### src/rtl/hbc_pkg.sv
package hbc_pkg;

  typedef enum logic [1:0] {
    CODE_OPEN  = 2'b00,
    CODE_REV   = 2'b01,
    CODE_FWD   = 2'b10,
    CODE_BRAKE = 2'b11
  } code_t;

  typedef struct packed {
    logic hi_a;
    logic lo_a;
    logic hi_b;
    logic lo_b;
  } bridge_drv_t;

  localparam bridge_drv_t DRV_OFF   = '{hi_a: 1'b0, lo_a: 1'b0, hi_b: 1'b0, lo_b: 1'b0};
  localparam bridge_drv_t DRV_FWD   = '{hi_a: 1'b1, lo_a: 1'b0, hi_b: 1'b0, lo_b: 1'b1};
  localparam bridge_drv_t DRV_REV   = '{hi_a: 1'b0, lo_a: 1'b1, hi_b: 1'b1, lo_b: 1'b0};
  localparam bridge_drv_t DRV_LOWS  = '{hi_a: 1'b0, lo_a: 1'b1, hi_b: 1'b0, lo_b: 1'b1};

endpackage

### src/rtl/hbc_sync2.sv
module hbc_sync2 #(
  parameter int unsigned STAGES = 2
) (
  input  logic clk,
  input  logic rst,
  input  logic d,
  output logic q
);
  logic [STAGES-1:0] chain_q;

  always_ff @(posedge clk) begin
    if (rst) chain_q <= '0;
    else     chain_q <= {chain_q[STAGES-2:0], d};
  end

  assign q = chain_q[STAGES-1];
endmodule

### src/rtl/hbc_chop.sv
module hbc_chop #(
  parameter int unsigned OFF_CYCLES = 8
) (
  input  logic clk,
  input  logic rst,
  input  logic en,
  input  logic cmp_raw,
  output logic chop_off
);
  localparam int unsigned OW = $clog2(OFF_CYCLES + 1);

  logic          cmp_s;
  logic [OW-1:0] off_q;

  hbc_sync2 #(.STAGES(2)) u_sync (
    .clk (clk),
    .rst (rst),
    .d   (cmp_raw),
    .q   (cmp_s)
  );

  always_ff @(posedge clk) begin
    if (rst)              off_q <= '0;
    else if (!en)         off_q <= '0;
    else if (cmp_s)       off_q <= OW'(OFF_CYCLES);
    else if (off_q != '0) off_q <= off_q - 1'b1;
  end

  assign chop_off = en && (cmp_s || (off_q != '0));


  flag_holds_off_chk: assert property (@(posedge clk) disable iff (rst)
    (cmp_s && en) |=> (!en || chop_off));
endmodule

### src/rtl/hbc_chan.sv
module hbc_chan
  import hbc_pkg::*;
#(
  parameter int unsigned REGEN_CYCLES = 50000
) (
  input  logic clk,
  input  logic rst,
  input  logic a,
  input  logic b,
  input  logic regen_sel,
  input  logic chop_off,
  input  logic kill,
  output logic hi_a,
  output logic lo_a,
  output logic hi_b,
  output logic lo_b
);
  localparam int unsigned RW = $clog2(REGEN_CYCLES + 1);

  code_t         code;
  code_t         prev_q;
  logic [RW-1:0] rcnt_q, rcnt_d;
  bridge_drv_t   drv_q, drv_d;
  logic          regen_start;

  assign code        = code_t'({a, b});
  assign regen_start = (code == CODE_OPEN) && (prev_q != CODE_OPEN) && regen_sel;

  always_comb begin
    drv_d  = DRV_OFF;
    rcnt_d = rcnt_q;
    if (kill) begin
      rcnt_d = '0;
    end else begin
      case (code)
        CODE_FWD: begin
          rcnt_d = '0;
          if (!chop_off) drv_d = DRV_FWD;
        end
        CODE_REV: begin
          rcnt_d = '0;
          if (!chop_off) drv_d = DRV_REV;
        end
        CODE_BRAKE: begin
          rcnt_d = '0;
          drv_d  = DRV_LOWS;
        end
        default: begin
          if (regen_start) begin
            rcnt_d = RW'(REGEN_CYCLES - 1);
            drv_d  = DRV_LOWS;
          end else if (regen_sel && (rcnt_q != '0)) begin
            rcnt_d = rcnt_q - 1'b1;
            drv_d  = DRV_LOWS;
          end else begin
            rcnt_d = '0;
          end
        end
      endcase
    end
  end

  always_ff @(posedge clk) begin
    if (rst) begin
      prev_q <= CODE_OPEN;
      rcnt_q <= '0;
      drv_q  <= DRV_OFF;
    end else begin
      prev_q <= code;
      rcnt_q <= rcnt_d;
      drv_q  <= drv_d;
    end
  end

  assign hi_a = drv_q.hi_a;
  assign lo_a = drv_q.lo_a;
  assign hi_b = drv_q.hi_b;
  assign lo_b = drv_q.lo_b;


  no_shoot_chk: assert property (@(posedge clk) disable iff (rst)
    !(hi_a && lo_a) && !(hi_b && lo_b));


  fwd_drive_chk: assert property (@(posedge clk) disable iff (rst)
    (code == CODE_FWD && !kill && !chop_off) |=> (hi_a && lo_b && !lo_a && !hi_b));


  open_float_chk: assert property (@(posedge clk) disable iff (rst)
    (code == CODE_OPEN && !regen_sel) |=> !(hi_a || lo_a || hi_b || lo_b));


  regen_entry_chk: assert property (@(posedge clk) disable iff (rst)
    (regen_start && !kill) |=> (lo_a && lo_b && !hi_a && !hi_b));
endmodule

### src/rtl/hbc_top.sv
module hbc_top #(
  parameter int unsigned NCH             = 6,
  parameter int unsigned NCHOP           = 2,
  parameter int unsigned CLK_HZ          = 50_000_000,
  parameter int unsigned REGEN_CYCLES    = CLK_HZ / 1000,
  parameter int unsigned CHOP_OFF_CYCLES = 64
) (
  input  logic             clk,
  input  logic             rst,
  input  logic [NCH-1:0]   in_a,
  input  logic [NCH-1:0]   in_b,
  input  logic             regen_sel,
  input  logic             chop_mode,
  input  logic [NCHOP-1:0] cmp_over,
  input  logic             uv_fault,
  input  logic             ot_fault,
  output logic [NCH-1:0]   hi_a,
  output logic [NCH-1:0]   lo_a,
  output logic [NCH-1:0]   hi_b,
  output logic [NCH-1:0]   lo_b,
  output logic             standby
);
  localparam int unsigned PLAIN = NCH - NCHOP;

  logic           all_idle;
  logic           kill;
  logic [NCH-1:0] chop_off_w;
  logic           standby_q;

  assign all_idle = (in_a == '0) && (in_b == '0);
  assign kill     = all_idle || uv_fault || ot_fault;

  always_ff @(posedge clk) begin
    if (rst) standby_q <= 1'b0;
    else     standby_q <= all_idle;
  end
  assign standby = standby_q;

  for (genvar p = 0; p < PLAIN; p++) begin : g_plain
    assign chop_off_w[p] = 1'b0;
  end

  for (genvar j = 0; j < NCHOP; j++) begin : g_chop
    hbc_chop #(.OFF_CYCLES(CHOP_OFF_CYCLES)) u_chop (
      .clk      (clk),
      .rst      (rst),
      .en       (chop_mode),
      .cmp_raw  (cmp_over[j]),
      .chop_off (chop_off_w[PLAIN + j])
    );
  end

  for (genvar c = 0; c < NCH; c++) begin : g_ch
    hbc_chan #(.REGEN_CYCLES(REGEN_CYCLES)) u_chan (
      .clk       (clk),
      .rst       (rst),
      .a         (in_a[c]),
      .b         (in_b[c]),
      .regen_sel (regen_sel),
      .chop_off  (chop_off_w[c]),
      .kill      (kill),
      .hi_a      (hi_a[c]),
      .lo_a      (lo_a[c]),
      .hi_b      (hi_b[c]),
      .lo_b      (lo_b[c])
    );
  end


  fault_float_chk: assert property (@(posedge clk) disable iff (rst)
    (uv_fault || ot_fault) |=> ((hi_a | lo_a | hi_b | lo_b) == '0));


  standby_float_chk: assert property (@(posedge clk) disable iff (rst)
    standby |-> ((hi_a | lo_a | hi_b | lo_b) == '0));


  reset_clear_chk: assert property (@(posedge clk)
    $past(rst) |-> (!standby && ((hi_a | lo_a | hi_b | lo_b) == '0)));
endmodule

### config.mk
export PLATFORM = sky130hd
export DESIGN_NAME = hbc_top
export DESIGN_NICKNAME = d
export VERILOG_FILES = /design/src/rtl/hbc_pkg.sv /design/src/rtl/hbc_sync2.sv /design/src/rtl/hbc_chop.sv /design/src/rtl/hbc_chan.sv /design/src/rtl/hbc_top.sv
export SDC_FILE = /design/constraint.sdc
export NUM_CORES = 1
export LEC_CHECK = 0
export BUFFER_PORTS_ARGS = -buffer_cell sky130_fd_sc_hd__clkbuf_2
export CAP_MARGIN = 20
export CORE_UTILIZATION = 45
export DETAILED_ROUTE_END_ITERATION = 8
export GPL_ROUTABILITY_DRIVEN = 0
export HOLD_SLACK_MARGIN = 0.15
export PLACE_DENSITY_LB_ADDON = 0.05
export SLEW_MARGIN = 20
export SYNTH_ARGS = -nofsm -noshare
export SYNTH_HDL_FRONTEND = slang
export SYNTH_SLANG_ARGS = --single-unit
### constraint.sdc
create_clock -name clk -period 3.75 [get_ports clk]
set_clock_uncertainty 0.1 [all_clocks]
set_input_delay 1.125 -clock clk [delete_from_list [all_inputs] [get_ports clk]]
set_output_delay 1.125 -clock clk [all_outputs]
set_load 0.03 [all_outputs]
Word-level counts from Yosys, hierarchy flattened
Cells that the tools add are included.
Storage, ports and cells
  word-level logic and storage cells: 185
  register bits: 151
  output and inout port bits: 25
Operators by class
  mux-type cells: 38
  $add $sub $neg: 8
  equal/unequal tests: 18
  bitwise operators: 7
  reduce and logical (&&, ||, !) cells: 65
Operators with widths (count)
  $mux 16: 12
  $reduce_bool 16->1: 6
  $sub 16x1->16 const B: 6
  $pmux 4 s3: 6
  $reduce_or 7->1: 6
  $mux 4: 8
  $reduce_or 5->1: 6
  $mux 7: 4
  $eq 2x2->1 const B: 12
  $mux 3: 8
  $logic_and 1x1->1: 21
  $reduce_bool 2->1: 8
  $reduce_bool 7->1: 2
  $sub 7x1->7 const B: 2
  $eq 2x1->1 const B: 6
  $logic_not 2->1: 6
  $logic_not 6->1: 2
  $not 1->1: 7
  $reduce_or 3->1: 2
  $logic_or 1x1->1: 4
  $reduce_or 2->1: 2

Depth between registers and ports, before layout
  depth after elaboration: 5
  gate-level depth with buffers: 8
  depth with buffers taken out: 7

Cells and area by module
From an unflattened synthesis, not the netlist that was laid out.
Unflattened totals
  cells, all modules: 674
  area, all modules: 6734.0 um2
Modules (own cells, without submodules)
  hbc_chan (g_ch[1].u_chan ...): sequential area each 440.4 um2, instances 4, area each 969.7 um2, cells an instance 95
  hbc_chan (g_ch[0].u_chan ...): sequential area each 440.4 um2, instances 2, area each 978.4 um2, cells an instance 98
  hbc_chop: sequential area each 140.1 um2, instances 2, area each 355.3 um2, cells an instance 41
  hbc_sync2: sequential area each 40.0 um2, instances 2, area each 52.6 um2, cells an instance 4
  hbc_top: sequential area each 20.0 um2, instances 1, area each 82.6 um2, cells an instance 8

Least setup slack after synthesis
OpenSTA, ideal clock, no wires.
  path type: input-to-reg
  start: input rst
  end: register g_ch[3].u_chan.rcnt_q[6]
  data arrival time: 2.647 ns
  buffers on the path: 3
  setup time: 0.074 ns
  setup slack: 0.928 ns
  required time: 3.576 ns
  cell stages on the path: 7
  path through: buf_6 -> or3_4 -> nand2b_1 -> buf_6 -> or4_4 -> buf_6 -> a31oi_2
Between the ends
  cells in the longest elaborated chain, start to end: 1
Ends and longest elaborated chain
  start, declared: line hbc_top.sv:9  | input logic rst,
  $reduce_or 5->1 (no line)
  end signal, assigned: line hbc_chan.sv:70  | rcnt_q <= rcnt_d;
  end, declared: line hbc_chan.sv:22  | logic [RW-1:0] rcnt_q, rcnt_d;
Every way passes these cells.
A chain may end at the register's enable or synchronous reset.

Worst setup path in the final report
  start: input in_b[2]
  end: register g_ch[5].u_chan.rcnt_q[15]
Between the ends
  cells in the longest elaborated chain, start to end: 5
Ends and longest elaborated chain
  start, declared: line hbc_top.sv:11  | input logic [NCH-1:0] in_b,
  $logic_not 6->1: line hbc_top.sv:30  | assign all_idle = (in_a == '0) && (in_b == '0);
  $logic_and 1x1->1: line hbc_top.sv:30
  $logic_or 1x1->1 (2 in series): line hbc_top.sv:31  | assign kill = all_idle || uv_fault || ot_fault;
  $reduce_or 5->1 (no line)
  end signal, assigned: line hbc_chan.sv:70
  end, declared: line hbc_chan.sv:22
Every way passes these cells.

==> impl_metrics.sql <==
INSERT INTO impl_metrics (metric_group, metric, value, unit) VALUES
('detailed_routing', 'routed_wl', '14.4', 'mm'),
('final_layout', 'n_antenna_cell', '0', ''),
('pwr', 'share_seq_of_total_power', '39.7', '%'),
('detailed_routing', 'dr.pass1.iters', '4', ''),
('pwr', 'comb_power_share', '14.3', '%'),
('worst_hold_path', 'hp-start', 'g_chop[1].u_chop.u_sync.chain_q[0]$_SDFF_PP0_', ''),
('logic_synthesis', 'yosysTopAreaCell', 'sky130_fd_sc_hd__dfxtp_1', ''),
('setup_path', 'timing.critical_path.cells', 'clkbuf_2 > nor4_1 > nand3_1 > nand2b_1 > or3_1 > a211oi_1', ''),
('sta', 'rsz_0062_raised_after_global_routing', 'no', ''),
('sta', 'maxSlewViolCount', '0', ''),
('setup_path', 'cpPeakStageDelay', '570', 'ps'),
('setup_path', 'timing.critical_path.slowest_stage_cell', 'sky130_fd_sc_hd__nor4_1', ''),
('sta', 'clock.fmax', '372', 'MHz'),
('pwr', 'power.clock.fraction', '46.0', '%'),
('clock_network', 'clkSlewWorstSetupHoldPaths', '60', 'ps'),
('clock_network', 'postCtsSetupRepairBufs', '0', ''),
('clock_network', 'cts-hold-fix-buffers', '0', ''),
('sta', 'final_cycle_share', '71.7', '%'),
('worst_hold_path', 'worstHoldPathType', 'flip-flop to flip-flop', ''),
('clock_network', 'clkLatencyLatePin', '420', 'ps'),
('final_layout', 'drive_above_1_share', '12.6', '%'),
('clock_network', 'clock_tree.root_cell', 'sky130_fd_sc_hd__clkbuf_16', ''),
('die', 'dieWidth', '127', 'um'),
('detailed_routing', 'dr.first_iter.drc_count', '247', ''),
('setup_path', 'critPathKind', 'input port to flip-flop', ''),
('clock_network', 'ctsHtreeMaxLevel', '4', ''),
('logic_synthesis', 'synthArstFlopShare', '0', '%'),
('detailed_routing', 'detail_route.drc_violations', '0', ''),
('sta', 'slew_headroom', '28.7', '%'),
('logic_synthesis', 'ys_warn_count', '0', ''),
('detailed_routing', 'detail_route.wl_per_cell', '14.4', 'um'),
('logic_synthesis', 'synth_area', '7000', 'sq um'),
('pwr', 'netSwitchingPower', '0.00108', 'W'),
('logic_synthesis', 'yosys_most_used_dff', 'sky130_fd_sc_hd__dfxtp_1', ''),
('flow_run', 'max_cap_viol_count', '0', ''),
('sta', 'tightest_slew', '1070', 'ps'),
('setup_path', 'critPathArrivalTime', '2860', 'ps'),
('logic_synthesis', 'cell_types_with_the_highest_counts_after_synthesis', 'sky130_fd_sc_hd__dfxtp_1, sky130_fd_sc_hd__nor2_1, sky130_fd_sc_hd__nand2_1', ''),
('setup_path', 'timing.critical_path.fanout_max', '9', ''),
('global_route', 'global_route_wire_length_before_repair', '24.1', 'mm'),
('die', 'number_of_placement_rows', '45', ''),
('pwr', 'p_sw_share', '24.6', '%'),
('sta', 'worst_hold_slack', '329', 'ps'),
('setup_path', 'worst_setup_path_end_kind', 'flip-flop', ''),
('logic_synthesis', 'number_of_synthesized_flops_with_an_enable_pin', '0', ''),
('global_route', 'grt_antenna_before_repair', '0', ''),
('logic_synthesis', 'yosys.cell_count.top_type', 'sky130_fd_sc_hd__dfxtp_1', ''),
('setup_path', 'cp_data_required_time', '3920', 'ps'),
('final_layout', 'area_delta_synth_final', '13.3', '%'),
('global_route', 'grt_overflow_total', '0', ''),
('logic_synthesis', 'mappedNetlistNets', '835', ''),
('die', 'boundaryPins', '45', ''),
('die', 'die_height', '127', 'um'),
('sta', 'final.setup.tns', '0', 'ps'),
('final_layout', 'layout.filler_cells', '1434', ''),
('final_layout', 'num-nets-final', '863', ''),
('logic_synthesis', 'ys_seq_area_share', '43.2', '%'),
('die', 'die_area', '16100', 'sq um'),
('logic_synthesis', 'ys_types', '61', ''),
('sta', 'final_hold_viol_count', '0', ''),
('die', 'core_region_area', '15200', 'sq um'),
('pwr', 'intPower', '0.00330', 'W'),
('setup_path', 'start_kind', 'input port', ''),
('clock_network', 'cts_inserted_buffers', '17', ''),
('pwr', 'power.ir.vdd_worst', '0.341', 'mV'),
('status', 'result_of_the_run', 'finished, final reports clean', ''),
('global_route', 'grt_usage', '19.0', '%'),
('detailed_routing', 'avgViaCountPerCell', '5.17', ''),
('logic_synthesis', 'synth_largest_type_area_fraction', '43.2', '%'),
('logic_synthesis', 'syn_avg_cell_area', '9.03', 'sq um'),
('setup_path', 'cp-startpoint', 'in_b[2]', '');
## per-layer routing
layer	vias to the layer above	wire (um)	GRT usage, %
li1	2699	-	-
met1	2406	6950	23.3
met2	68	6550	30.8
met3	20	663	6.03
met4	0	288	8.05
met5	-	0	0
## registers in the layout, indices dropped and copies added (netlist names)
signal	cells
standby	1
g_ch.u_chan.rcnt_q	96
g_ch.u_chan.lo_a	6
g_ch.u_chan.hi_a	6
g_ch.u_chan.lo_b	6
g_ch.u_chan.hi_b	6
g_chop.u_chop.u_sync.chain_q	4
g_chop.u_chop.off_q	14
g_ch.u_chan.prev_q	12
## path summary, 6_finish.rpt
| path | end | slack [ps] | cells past startpoint |
|---|---|---|---|
| worst max register to register | g_ch[1].u_chan.rcnt_q[10]$_SDFF_PP0_ | 1290 | 5 |
| worst min register to register | g_chop[1].u_chop.u_sync.chain_q[1]$_SDFF_PP0_ | 330 | 1 |
| worst max-delay path | g_ch[5].u_chan.rcnt_q[15]$_SDFF_PP0_ | 1060 | 6 |
| worst min-delay path | g_chop[1].u_chop.u_sync.chain_q[1]$_SDFF_PP0_ | 330 | 1 |
## through the flow
stage / area (sq um) / worst slack (ps) / std cells / util [%]
after floorplan: 7000 / 928 / 776 / -
after global placement: 7230 / 664 / 973 / 47.6
after detailed placement: 7230 / 639 / 973 / 47.6
after CTS: 7930 / 1090 / 1005 / 52.2
after global routing: 7930 / 860 / 1005 / 52.2
final: 7930 / 1060 / 1005 / 52.2
## power by group through the flow
stage | Combinational [W] | Clock, W | Sequential (W)
4_1_cts | 0.000631 | 0.00206 | 0.00174
6_report | 0.000626 | 0.00202 | 0.00174
2_1_floorplan | 0.000526 | 0 | 0.00176
3_5_place_dp | 0.000626 | 0 | 0.00177
3_3_place_gp | 0.000614 | 0 | 0.00177
5_1_grt | 0.000716 | 0.00214 | 0.00174
## cell usage in the layout, fill, tap and decap left out, drive strengths merged, types with 5 or more instances in the layout
cell type,n
dfxtp,151
nand4b,5
inv,34
nand2b,14
buf,6
bufinv,7
nor4,22
nor3b,6
mux2i,5
ha,39
clkbuf,63
or4,8
xnor2,32
nor2b,9
o211ai,8
or3,10
nor3,36
nor2,107
nand2,58
xor2,40
and2,11
nand4,7
a31oi,12
a21oi,51
nand3,17
nand3b,8
o21ai,13
## layout make-up
| class | count | area [sq um] | share of cell area, % |
|---|---|---|---|
| inverter | 34 | 128 | 1.61 |
| multi-input combinational | 550 | 3580 | 45.1 |
| clock inverter | 13 | 249 | 3.14 |
| sequential | 151 | 3020 | 38.1 |
| clock buffer | 19 | 453 | 5.71 |
| tap | 188 | 235 | 2.96 |
| timing repair buffer | 50 | 265 | 3.34 |
## cells by family after synthesis
| group | after synthesis | synth area share [%] |
|---|---|---|
| buf+inv | 75 | 5.72 |
| mux | 6 | 0.875 |
| fa+ha+maj | 39 | 6.97 |
| simple gates | 331 | 24.8 |
| xor+xnor | 72 | 9.00 |
| flops | 151 | 43.2 |
| compound gates | 102 | 9.47 |
## critical path: cells and delay by family
| kind | cells | cell delay (ps) |
|---|---|---|
| AOI/OAI and AO/OA | 1 | 80 |
| buffers and inverters | 1 | 130 |
| and+or+nand+nor | 4 | 1510 |
Note: power is estimated with default switching activity, not from simulation.
